## src/rtl/sdr_boot_pkg.sv

```systemverilog
package sdr_boot_pkg;

  // {cs_n, ras_n, cas_n, we_n}
  typedef enum logic [3:0] {
    CMD_MODE  = 4'b0000,
    CMD_AREF  = 4'b0001,
    CMD_PRALL = 4'b0010,
    CMD_IDLE  = 4'b0111
  } sdr_cmd_e;

  localparam logic [2:0] BL_FALLBACK = 3'b011;
  localparam logic [2:0] CL_FALLBACK = 3'b011;

  // Cycles needed to cover a time in ps, rounded up, never below one.
  function automatic int cyc_of(input int t_ps, input int clk_ps);
    int c;
    c = (t_ps + clk_ps - 1) / clk_ps;
    return (c < 1) ? 1 : c;
  endfunction

  function automatic logic bl_ok(input logic [2:0] code);
    return (code inside {3'b000, 3'b001, 3'b010, 3'b011, 3'b111});
  endfunction

  function automatic logic cl_ok(input logic [2:0] code);
    return (code inside {3'b010, 3'b011});
  endfunction

endpackage

```

## src/rtl/sdr_mode_word.sv

```systemverilog
module sdr_mode_word
  import sdr_boot_pkg::*;
#(
  parameter int ADDR_W = 12
) (
  input  logic [2:0]        burst_len,
  input  logic              interleave,
  input  logic [2:0]        cas_lat,
  input  logic              single_write,
  output logic [ADDR_W-1:0] word,
  output logic              bad_code
);

  logic [2:0] bl_fix;
  logic [2:0] cl_fix;

  always_comb begin
    bl_fix   = bl_ok(burst_len) ? burst_len : BL_FALLBACK;
    cl_fix   = cl_ok(cas_lat)   ? cas_lat   : CL_FALLBACK;
    bad_code = !bl_ok(burst_len) || !cl_ok(cas_lat);
    word      = '0;
    word[2:0] = bl_fix;
    word[3]   = interleave;
    word[6:4] = cl_fix;
    word[9]   = single_write;
  end

endmodule

```

## src/rtl/sdr_gap_timer.sv

```systemverilog
module sdr_gap_timer #(
  parameter int CNT_W   = 16,
  parameter int RST_VAL = 0
) (
  input  logic             clk,
  input  logic             rst,
  input  logic             load,
  input  logic [CNT_W-1:0] load_val,
  output logic             expired
);

  logic [CNT_W-1:0] cnt_q;

  always_ff @(posedge clk) begin
    if (rst) begin
      cnt_q <= CNT_W'(RST_VAL);
    end else if (load) begin
      cnt_q <= load_val;
    end else if (cnt_q != '0) begin
      cnt_q <= cnt_q - 1'b1;
    end
  end

  assign expired = (cnt_q == '0);

endmodule

```

## src/rtl/sdr_refresh_due.sv

```systemverilog
module sdr_refresh_due #(
  parameter int REFI_CYC = 3907,
  parameter int PEND_MAX = 4
) (
  input  logic clk,
  input  logic rst,
  input  logic run,
  input  logic gnt,
  output logic req
);

  localparam int TW = $clog2(REFI_CYC + 1);
  localparam int PW = $clog2(PEND_MAX + 1);

  logic [TW-1:0] tmr_q;
  logic [PW-1:0] owed_q;
  logic [PW-1:0] owed_d;
  logic          tick;
  logic          add;
  logic          take;

  assign tick = run && (tmr_q == TW'(REFI_CYC - 1));
  assign add  = tick && (owed_q != PW'(PEND_MAX));
  assign take = gnt && (owed_q != '0);

  always_comb begin
    owed_d = owed_q;
    if (add && !take) begin
      owed_d = owed_q + 1'b1;
    end else if (take && !add) begin
      owed_d = owed_q - 1'b1;
    end
  end

  always_ff @(posedge clk) begin
    if (rst) begin
      tmr_q  <= '0;
      owed_q <= '0;
      req    <= 1'b0;
    end else begin
      if (run) begin
        tmr_q <= tick ? '0 : tmr_q + 1'b1;
      end
      owed_q <= owed_d;
      req    <= (owed_d != '0);
    end
  end

endmodule

```

## src/rtl/sdr_boot_seq.sv

```systemverilog
module sdr_boot_seq
  import sdr_boot_pkg::*;
#(
  parameter int CLK_PS     = 4000,
  parameter int T_PAUSE_PS = 200_000_000,
  parameter int T_RP_PS    = 20_000,
  parameter int T_RC_PS    = 68_000,
  parameter int T_MRD_PS   = 16_000,
  parameter int T_REFI_PS  = 15_625_000,
  parameter int INIT_REFS  = 8,
  parameter int PEND_MAX   = 4,
  parameter int ADDR_W     = 12,
  parameter int BA_W       = 2,
  parameter int DQM_W      = 8
) (
  input  logic              clk,
  input  logic              rst,
  input  logic [2:0]        cfg_burst_len,
  input  logic              cfg_interleave,
  input  logic [2:0]        cfg_cas_lat,
  input  logic              cfg_single_write,
  input  logic              cfg_mrs_first,
  input  logic              ref_gnt,
  output logic              sd_cs_n,
  output logic              sd_ras_n,
  output logic              sd_cas_n,
  output logic              sd_we_n,
  output logic [ADDR_W-1:0] sd_addr,
  output logic [BA_W-1:0]   sd_ba,
  output logic              sd_cke,
  output logic [DQM_W-1:0]  sd_dqm,
  output logic              init_done,
  output logic              ref_req,
  output logic              cfg_err
);

  localparam int PAUSE_CYC = cyc_of(T_PAUSE_PS, CLK_PS);
  localparam int RP_CYC    = cyc_of(T_RP_PS, CLK_PS);
  localparam int RC_CYC    = cyc_of(T_RC_PS, CLK_PS);
  localparam int MRD_CYC   = cyc_of(T_MRD_PS, CLK_PS);
  localparam int REFI_CYC  = cyc_of(T_REFI_PS, CLK_PS);
  localparam int GAP_MAX   = (PAUSE_CYC > RC_CYC) ? PAUSE_CYC : RC_CYC;
  localparam int CNT_W     = $clog2(GAP_MAX + 1);
  localparam int FIN_STEP  = INIT_REFS + 2;
  localparam int STEP_W    = $clog2(FIN_STEP + 1);
  localparam int AP_BIT    = 10;

  logic [STEP_W-1:0] step_q;
  logic              done_q;
  sdr_cmd_e          cmd_q;
  sdr_cmd_e          step_cmd;
  logic [CNT_W-1:0]  step_gap;
  logic              gap_over;
  logic              advance;
  logic              mode_slot;
  logic [ADDR_W-1:0] mode_word;
  logic              mode_bad;

  sdr_mode_word #(.ADDR_W(ADDR_W)) u_mode (
    .burst_len    (cfg_burst_len),
    .interleave   (cfg_interleave),
    .cas_lat      (cfg_cas_lat),
    .single_write (cfg_single_write),
    .word         (mode_word),
    .bad_code     (mode_bad)
  );

  assign advance = !done_q && gap_over;

  sdr_gap_timer #(.CNT_W(CNT_W), .RST_VAL(PAUSE_CYC - 1)) u_gap (
    .clk      (clk),
    .rst      (rst),
    .load     (advance),
    .load_val (step_gap),
    .expired  (gap_over)
  );

  // Which step holds the load-mode command depends on the order bit.
  assign mode_slot = cfg_mrs_first ? (step_q == STEP_W'(1))
                                   : (step_q == STEP_W'(INIT_REFS + 1));

  always_comb begin
    if (step_q == '0) begin
      step_cmd = CMD_PRALL;
      step_gap = CNT_W'(RP_CYC - 1);
    end else if (step_q == STEP_W'(FIN_STEP)) begin
      step_cmd = CMD_IDLE;
      step_gap = '0;
    end else if (mode_slot) begin
      step_cmd = CMD_MODE;
      step_gap = CNT_W'(MRD_CYC - 1);
    end else begin
      step_cmd = CMD_AREF;
      step_gap = CNT_W'(RC_CYC - 1);
    end
  end

  always_ff @(posedge clk) begin
    if (rst) begin
      step_q  <= '0;
      done_q  <= 1'b0;
      cmd_q   <= CMD_IDLE;
      sd_addr <= '0;
      sd_ba   <= '0;
      sd_dqm  <= '1;
      sd_cke  <= 1'b1;
      cfg_err <= 1'b0;
    end else begin
      sd_cke  <= 1'b1;
      cfg_err <= mode_bad;
      cmd_q   <= CMD_IDLE;
      sd_addr <= '0;
      sd_ba   <= '0;
      if (advance) begin
        cmd_q <= step_cmd;
        if (step_cmd == CMD_PRALL) begin
          sd_addr[AP_BIT] <= 1'b1;
        end else if (step_cmd == CMD_MODE) begin
          sd_addr <= mode_word;
        end
        if (step_q == STEP_W'(FIN_STEP)) begin
          done_q <= 1'b1;
          sd_dqm <= '0;
        end else begin
          step_q <= step_q + 1'b1;
        end
      end
    end
  end

  assign sd_cs_n   = cmd_q[3];
  assign sd_ras_n  = cmd_q[2];
  assign sd_cas_n  = cmd_q[1];
  assign sd_we_n   = cmd_q[0];
  assign init_done = done_q;

  sdr_refresh_due #(.REFI_CYC(REFI_CYC), .PEND_MAX(PEND_MAX)) u_due (
    .clk (clk),
    .rst (rst),
    .run (done_q),
    .gnt (ref_gnt),
    .req (ref_req)
  );

endmodule

```

## config.mk

```make
export PLATFORM = sky130hd
export DESIGN_NAME = sdr_boot_seq
export DESIGN_NICKNAME = d
export VERILOG_FILES = /design/src/rtl/sdr_boot_pkg.sv /design/src/rtl/sdr_mode_word.sv /design/src/rtl/sdr_gap_timer.sv /design/src/rtl/sdr_refresh_due.sv /design/src/rtl/sdr_boot_seq.sv
export SDC_FILE = /design/constraint.sdc
export NUM_CORES = 1
export LEC_CHECK = 0
export ABC_AREA = 1
export CAP_MARGIN = 20
export CELL_PAD_IN_SITES_DETAIL_PLACEMENT = 1
export CELL_PAD_IN_SITES_GLOBAL_PLACEMENT = 2
export CORE_MARGIN = 1
export CORE_UTILIZATION = 32
export DETAILED_ROUTE_END_ITERATION = 10
export DONT_BUFFER_PORTS = 1
export PLACE_DENSITY = 0.84
export SLEW_MARGIN = 10
export SYNTH_ARGS = -nofsm -noshare
export SYNTH_HDL_FRONTEND = slang
export SYNTH_SLANG_ARGS = --single-unit
```

## constraint.sdc

```tcl
create_clock -name clk -period 1.39 [get_ports clk]
set_input_delay 0.417 -clock clk [delete_from_list [all_inputs] [get_ports clk]]
set_output_delay 0.417 -clock clk [all_outputs]
set_load 0.02 [all_outputs]
```

# After elaboration in Yosys (flattened, before gate mapping)
# Cells that the tools add are included.
classes:
  addsub: 5
  n_eq_ne: 12
  n_mux: 15
  n_bitwise: 5
  reduce_logical: 29
ops:
  columns: ["operator", "count"]
  rows:
  - ["$mux 16", 2]
  - ["$logic_not 16->1", 1]
  - ["$reduce_bool 16->1", 1]
  - ["$sub 16x1->16 const B", 1]
  - ["$mux 5", 3]
  - ["$add 12x1->12 const B", 1]
  - ["$eq 12x12->1 const B", 1]
  - ["$eq 3x2->1 const B", 4]
  - ["$mux 12", 1]
  - ["$mux 3", 4]
  - ["$reduce_or 5->1", 2]
  - ["$eq 4x4->1 const B", 2]
  - ["$logic_not 4->1", 2]
  - ["$logic_and 1x1->1", 6]
  - ["$reduce_bool 3->1", 2]
  - ["$logic_not 1->1", 5]
  - ["$not 1->1", 5]
  - ["$reduce_bool 5->1", 1]
  - ["$add 4x1->4 const B", 1]
  - ["$eq 4x1->1 const B", 1]
  - ["$eq 4x2->1 const B", 1]
  - ["$mux 2", 2]
  - ["$reduce_and 2->1", 2]
  - ["$reduce_bool 2->1", 2]
  - ["11 further kinds", 13]
word_totals:
  ff_bits: 62
  inputBits: 12
  out_inout_bits: 30
  word_cells: 80

# Depth between registers and ports, before layout
logic_depth:
  depth_word: 8
  ltp_mapped: 12
  mapped_depth_nobuf: 11

# Cells and area by module
# A second synthesis with hierarchy kept.
hier_totals:
  cells_unflattened: 421
  area_unflattened_um2: 2955.3
by_module_without_submodules:
  columns: ["mod", "instances", "cells_per_inst", "area_each_um2", "seq_area_each_um2"]
  rows:
  - ["sdr_gap_timer", 1, 152, 969.7, 320.3]
  - ["sdr_boot_seq", 1, 112, 947.2, 440.4]
  - ["sdr_refresh_due", 1, 135, 923.4, 320.3]
  - ["sdr_mode_word", 1, 22, 115.1, 0.0]

# Worst setup path before layout
# Ideal clock, no wire load.
synth_path:
  path_type: "flip-flop to flip-flop"
  from: "register done_q, in the netlist init_done"
  to: "register u_due.req"
  setup_ps: 121
  arrival_time_ps: 1342
  t_required_ps: 1269
  setup_slack_ps: -73
  path_stages_with_launch: 13
  n_path_buf: 1
  period_less_slack_ps: 1463
  path_cell_list: "dfxtp_1 -> buf_6 -> nand2_1 -> inv_1 -> nand2_1 -> nor2_2 -> nand3_1 -> nand2_2 -> nand2_1 -> nand2_1 -> nand2_1 -> nand2_1 -> nand3_1"
synth_between:
  elab_chain_cells: 7
  word_cells_on_any_way: 8
  classes_between: "2 x mux; 6 x reduce/logical"
synth_rtl:
  columns: ["element", "line", "text"]
  rows:
  - ["start: declaration", "sdr_boot_seq.sv:49", "logic done_q;"]
  - ["start signal: assignment", "sdr_boot_seq.sv:101", "done_q <= 1'b0;"]
  - ["start signal: assignment", "sdr_boot_seq.sv:122", "done_q <= 1'b1;"]
  - ["$logic_and 1x1->1 *", "sdr_refresh_due.sv:22", "assign tick = run && (tmr_q == TW'(REFI_CYC - 1));"]
  - ["$logic_and 1x1->1 *", "sdr_refresh_due.sv:23", "assign add = tick && (owed_q != PW'(PEND_MAX));"]
  - ["$logic_not 1->1", "sdr_refresh_due.sv:30", "end else if (take && !add) begin"]
  - ["$logic_and 1x1->1", "sdr_refresh_due.sv:30", null]
  - ["$mux 3", "sdr_refresh_due.sv:30", null]
  - ["$mux 3 *", "sdr_refresh_due.sv:28", "if (add && !take) begin"]
  - ["$reduce_bool 3->1 *", "sdr_refresh_due.sv:45", "req <= (owed_d != '0);"]
  - ["end signal: assignment", "sdr_refresh_due.sv:45", null]
  - ["end: declaration", "sdr_refresh_due.sv:9", "output logic req"]
# Every way passes the cells marked *; elsewhere a longest branch is shown, timed or not.
# A chain may end at the register's enable or synchronous reset.

# Worst setup path after layout
layout_path:
  from: "register u_gap.cnt_q[1]"
  to: "register sd_addr[2]"
layout_between:
  elab_chain_cells: 4
layout_rtl:
  columns: ["element", "line", "text"]
  rows:
  - ["start: declaration", "sdr_gap_timer.sv:12", "logic [CNT_W-1:0] cnt_q;"]
  - ["start signal: assignment", "sdr_gap_timer.sv:16", "cnt_q <= CNT_W'(RST_VAL);"]
  - ["start signal: assignment", "sdr_gap_timer.sv:18", "cnt_q <= load_val;"]
  - ["start signal: assignment", "sdr_gap_timer.sv:20", "cnt_q <= cnt_q - 1'b1;"]
  - ["$logic_not 16->1", "sdr_gap_timer.sv:24", "assign expired = (cnt_q == '0);"]
  - ["$logic_and 1x1->1", "sdr_boot_seq.sv:68", "assign advance = !done_q && gap_over;"]
  - ["$not 1->1 (no source line)", null, null]
  - ["$reduce_or 5->1 (no source line)", null, null]
  - ["end signal: assignment", "sdr_boot_seq.sv:119", "sd_addr <= mode_word;"]
  - ["end: declaration", "sdr_boot_seq.sv:28", "output logic [ADDR_W-1:0] sd_addr,"]
# Every way passes these cells.

==> impl_metrics.prom <==
# TYPE chip_impl_metric gauge
chip_impl_info{name="status",value="finished with violations"} 1
chip_impl_info{name="failing_checks",value="setup timing"} 1
chip_impl_metric{name="global_route_wire_length_before_repair",unit="mm"} 12.13
chip_impl_info{name="rr_startpoint",value="u_gap.cnt_q[1]$_SDFFE_PP1P_"} 1
chip_impl_metric{name="share_of_cells_above_drive_strength_1",unit="%"} 48.59
chip_impl_metric{name="report.final.hold_viol_count",unit=""} 0
chip_impl_metric{name="layout-area-overhead-vs-synth",unit="%"} 41.21
chip_impl_info{name="synth_most_common_cell",value="nand2_1"} 1
chip_impl_metric{name="floorplan.initialDensity",unit="%"} 33.09
chip_impl_metric{name="cts_inserted_buffers",unit=""} 5
chip_impl_metric{name="period_minus_slack",unit="ns"} 1.565
chip_impl_info{name="synth_top_cells_by_area",value="dfxtp_1 (37%), nand2_1 (9.6%), nor2_1 (6.3%)"} 1
chip_impl_metric{name="total_power",unit="mW"} 3.040
chip_impl_metric{name="cts.hold.buffers_added",unit=""} 0
chip_impl_metric{name="place.detailed.instances",unit=""} 508
chip_impl_metric{name="share_of_the_yosys_chip_area_belonging_to_registers",unit="%"} 37.36
chip_impl_metric{name="yosys_warnings",unit=""} 0
chip_impl_metric{name="number_of_global_route_vias_before_repair",unit=""} 2603
chip_impl_metric{name="synth.distinct_cells",unit=""} 38
chip_impl_metric{name="maximum_number_of_pins_on_one_net_before_global_route_repair",unit=""} 19
chip_impl_metric{name="die_x",unit="um"} 94.41
chip_impl_metric{name="antenna_cells",unit=""} 0
chip_impl_metric{name="p_per_area",unit="mW/mm^2"} 788.0
chip_impl_metric{name="detailedRoute.firstIterationViolations",unit=""} 72
chip_impl_metric{name="final_max_slew_viol_count",unit=""} 0
chip_impl_metric{name="via_count",unit=""} 2546
chip_impl_metric{name="layout.core_utilization",unit="%"} 46.73
chip_impl_metric{name="layoutNonFillerInstCount",unit=""} 531
chip_impl_metric{name="hpwlAfterDp",unit="mm"} 5.290
chip_impl_metric{name="finalWeightedCongestion",unit=""} 0.7898
chip_impl_info{name="yosys.area.top_type",value="dfxtp_1"} 1
chip_impl_metric{name="firstDrtPassIters",unit=""} 4
chip_impl_metric{name="drt_drc_violations_left",unit=""} 0
chip_impl_info{name="tritoncts",value="done"} 1
chip_impl_info{name="min_path_type",value="in -> reg"} 1
chip_impl_metric{name="floorplan.die.height",unit="um"} 94.41
chip_impl_metric{name="fillCellCount",unit=""} 1001
chip_impl_info{name="crit-reg2reg-capture",value="sd_addr[2]$_SDFF_PP0_"} 1
chip_impl_metric{name="min_period_over_period",unit="%"} 112.6
chip_impl_metric{name="post_synthesis_instance_area",unit="mm^2"} 0.002733
chip_impl_metric{name="static-leakage-power",unit="nW"} 1.630
chip_impl_metric{name="final_critical_path_setup_slack",unit="ns"} -0.1752
chip_impl_metric{name="routedWlPerCell",unit="um"} 14.90
chip_impl_metric{name="hold-worst-slack",unit="ns"} 0.1524
chip_impl_metric{name="global_route.usage.total",unit="%"} 17.58
chip_impl_metric{name="synth-edff-count",unit=""} 0
chip_impl_info{name="synth_top_cells_by_count",value="nand2_1 (70), dfxtp_1 (51), nor2_1 (46)"} 1
chip_impl_metric{name="regToRegSetupSlack",unit="ns"} -0.18
chip_impl_metric{name="synth_top_cell_area_share",unit="%"} 37.36
chip_impl_info{name="critical_path.startpoint_type",value="flip-flop"} 1
chip_impl_metric{name="grt_antenna_before_repair",unit=""} 0
chip_impl_metric{name="seqCellArea",unit="mm^2"} 0.001046
chip_impl_info{name="cts_root_buf",value="clkbuf_8"} 1
chip_impl_metric{name="rr_worst_depth",unit=""} 12
chip_impl_metric{name="final_antenna_net_count",unit=""} 0
chip_impl_info{name="most_used_dff_post_synth",value="dfxtp_1"} 1
chip_impl_metric{name="share_of_async_settable_or_async_resettable_flops_after_synthesis",unit="%"} 0
chip_impl_metric{name="top_level_ports",unit=""} 42
chip_impl_metric{name="netlist_instances",unit=""} 369
chip_impl_metric{name="placementRows",unit=""} 33
chip_impl_metric{name="cts_max_level",unit=""} 2
chip_impl_metric{name="max_freq",unit="MHz"} 638.9
chip_impl_info{name="setup.worst_path.class",value="reg -> reg"} 1
chip_impl_metric{name="syn_avg_cell_area",unit="um^2"} 7.405
chip_impl_metric{name="finalSetupTns",unit="ns"} -3.386
chip_impl_metric{name="clk-insertion-delay-late",unit="ns"} 0.32
chip_impl_metric{name="ctsLongestPathBuffers",unit=""} 2
chip_impl_metric{name="cts.sinks",unit=""} 51
chip_impl_metric{name="critPathMaxFanout",unit=""} 7
chip_impl_metric{name="drt_wl_total",unit="mm"} 7.912
chip_impl_metric{name="maxCapViolCount",unit=""} 0
chip_impl_metric{name="die-area",unit="mm^2"} 0.008913
chip_impl_info{name="min-delay-start",value="rst"} 1
chip_impl_metric{name="port-buffer-count",unit=""} 0
chip_impl_metric{name="critical_path_required",unit="ns"} 1.64
chip_impl_info{name="crit_path_end_kind",value="flip-flop"} 1
chip_impl_metric{name="core-area",unit="mm^2"} 0.008258
chip_impl_metric{name="multi_input_comb_area",unit="mm^2"} 0.001833
chip_impl_metric{name="final-setup-viol-count",unit=""} 35
chip_impl_metric{name="worstPathArrival",unit="ns"} 1.82
chip_impl_metric{name="post_drt_via_cell_ratio",unit=""} 4.795
chip_impl_metric{name="layout_net_count",unit=""} 448
chip_impl_metric{name="hold_depth",unit=""} 1
chip_impl_info{name="min_to",value="step_q[0]$_SDFFE_PP0P_"} 1
chip_impl_metric{name="max-vdd-ir-drop",unit="mV"} 0.6346
chip_impl_metric{name="synth_seq_cells",unit=""} 51
chip_impl_metric{name="gr-total-overflow",unit=""} 0
chip_impl_metric{name="cts.clk_slew.worst_paths",unit="ns"} 0.11
chip_impl_info{name="grt_setup_unrepaired",value="yes"} 1
chip_impl_metric{name="finalClockSkew",unit="ns"} 0.008380
-- registers in the layout, indices dropped and copies added, names as in the netlist, 3 cells and up --
name and cells:
sd_addr 9, cmd_q 3, u_due.owed_q 3, u_gap.cnt_q 16
step_q 4, u_due.tmr_q 12
-- through the flow --
stage	area, um^2	setup WS (ns)
floorplan	2775	-0.02319
global placement	3166	-0.09699
detailed placement	3166	-0.1190
CTS	3485	-0.1110
global route	3859	-0.3331
finish	3859	-0.1752
-- layout make-up --
type | instances | area share, %
multi-input combinational | 254 | 47.50
tap | 105 | 3.405
timing repair buffer | 62 | 14.20
sequential | 51 | 27.11
inverter | 51 | 5.318
clock buffer | 5 | 1.783
clock inverter | 3 | 0.6809
-- critical path, stage by stage, from the launching register on --
cell	delay, ns
dfxtp_2	0.34
inv_2	0.07
ha_4	0.14
buf_4	0.10
buf_6	0.09
nand3_4	0.06
nor2_4	0.09
nand2_2	0.08
nor2_4	0.12
inv_2	0.08
nor2_4	0.12
nand2_4	0.10
nor3_2	0.10
-- layout by cell type, fill, tap and decap left out, drive strengths merged --
master / n
nand2: 78
buf: 62
nor2: 60
inv: 52
dfxtp: 51
nand3: 31
a21oi: 16
ha: 11
xor2: 9
nand4: 8
conb: 8
o21ai: 7
nor3: 7
nor3b: 6
clkbuf: 5
o31ai: 4
nor4: 3
a211oi: 2
clkinvlp: 1
o41ai: 1
xnor2: 1
nand3b: 1
a31oi: 1
clkinv: 1
-- worst max-delay path by stage --
stage,endpoint,startpoint,slack (ns),cells after the start
floorplan,u_gap.cnt_q[10]$_SDFFE_PP0P_,u_gap.cnt_q[0]$_SDFFE_PP1P_,-0.02,11
global placement,u_due.req$_SDFF_PP0_,u_due.tmr_q[0]$_SDFFE_PP0P_,-0.1,9
detailed placement,u_due.req$_SDFF_PP0_,u_due.tmr_q[1]$_SDFFE_PP0P_,-0.12,8
CTS,u_gap.cnt_q[4]$_SDFFE_PP0P_,u_gap.cnt_q[0]$_SDFFE_PP1P_,-0.11,11
global route,u_gap.cnt_q[4]$_SDFFE_PP0P_,u_gap.cnt_q[0]$_SDFFE_PP1P_,-0.33,11
finish,sd_addr[2]$_SDFF_PP0_,u_gap.cnt_q[1]$_SDFFE_PP1P_,-0.18,12
-- layer usage --
metal	track usage [%]	vias to the layer above	wire, um
li1	-	1260	-
met1	21.71	1228	3453
met2	30.62	44	4024
met3	3.301	14	263
met4	5.641	0	170
met5	0	-	0
-- logic make-up (layout without fill, tap and decap cells) --
family | count (synthesis) | after routing | share of synthesized area [%]
and+or+nand+nor | 194 | 194 | 35.07
buffers and inverters | 70 | 121 | 11.95
DFF | 51 | 51 | 37.36
AOI/OAI and AO/OA | 31 | 31 | 7.097
adders and majority gates | 11 | 11 | 5.037
xor gates and xnor gates | 10 | 10 | 3.205
other | 2 | 8 | 0.2748
-- timing repair --
action	4_1_cts	5_1_grt
setup endpoints to repair	41	47
pin swaps	21	32
buffers inserted	6	9
gates resized for setup	55	88
-- where the power goes --
part	switching, mW	total, mW	internal [mW]
Clock	0.570	0.942	0.372
Combinational	0.309	0.518	0.209
Sequential	0.0593	1.58	1.52
Total	0.939	3.04	2.10
Note: power is estimated with default switching activity, not from simulation.
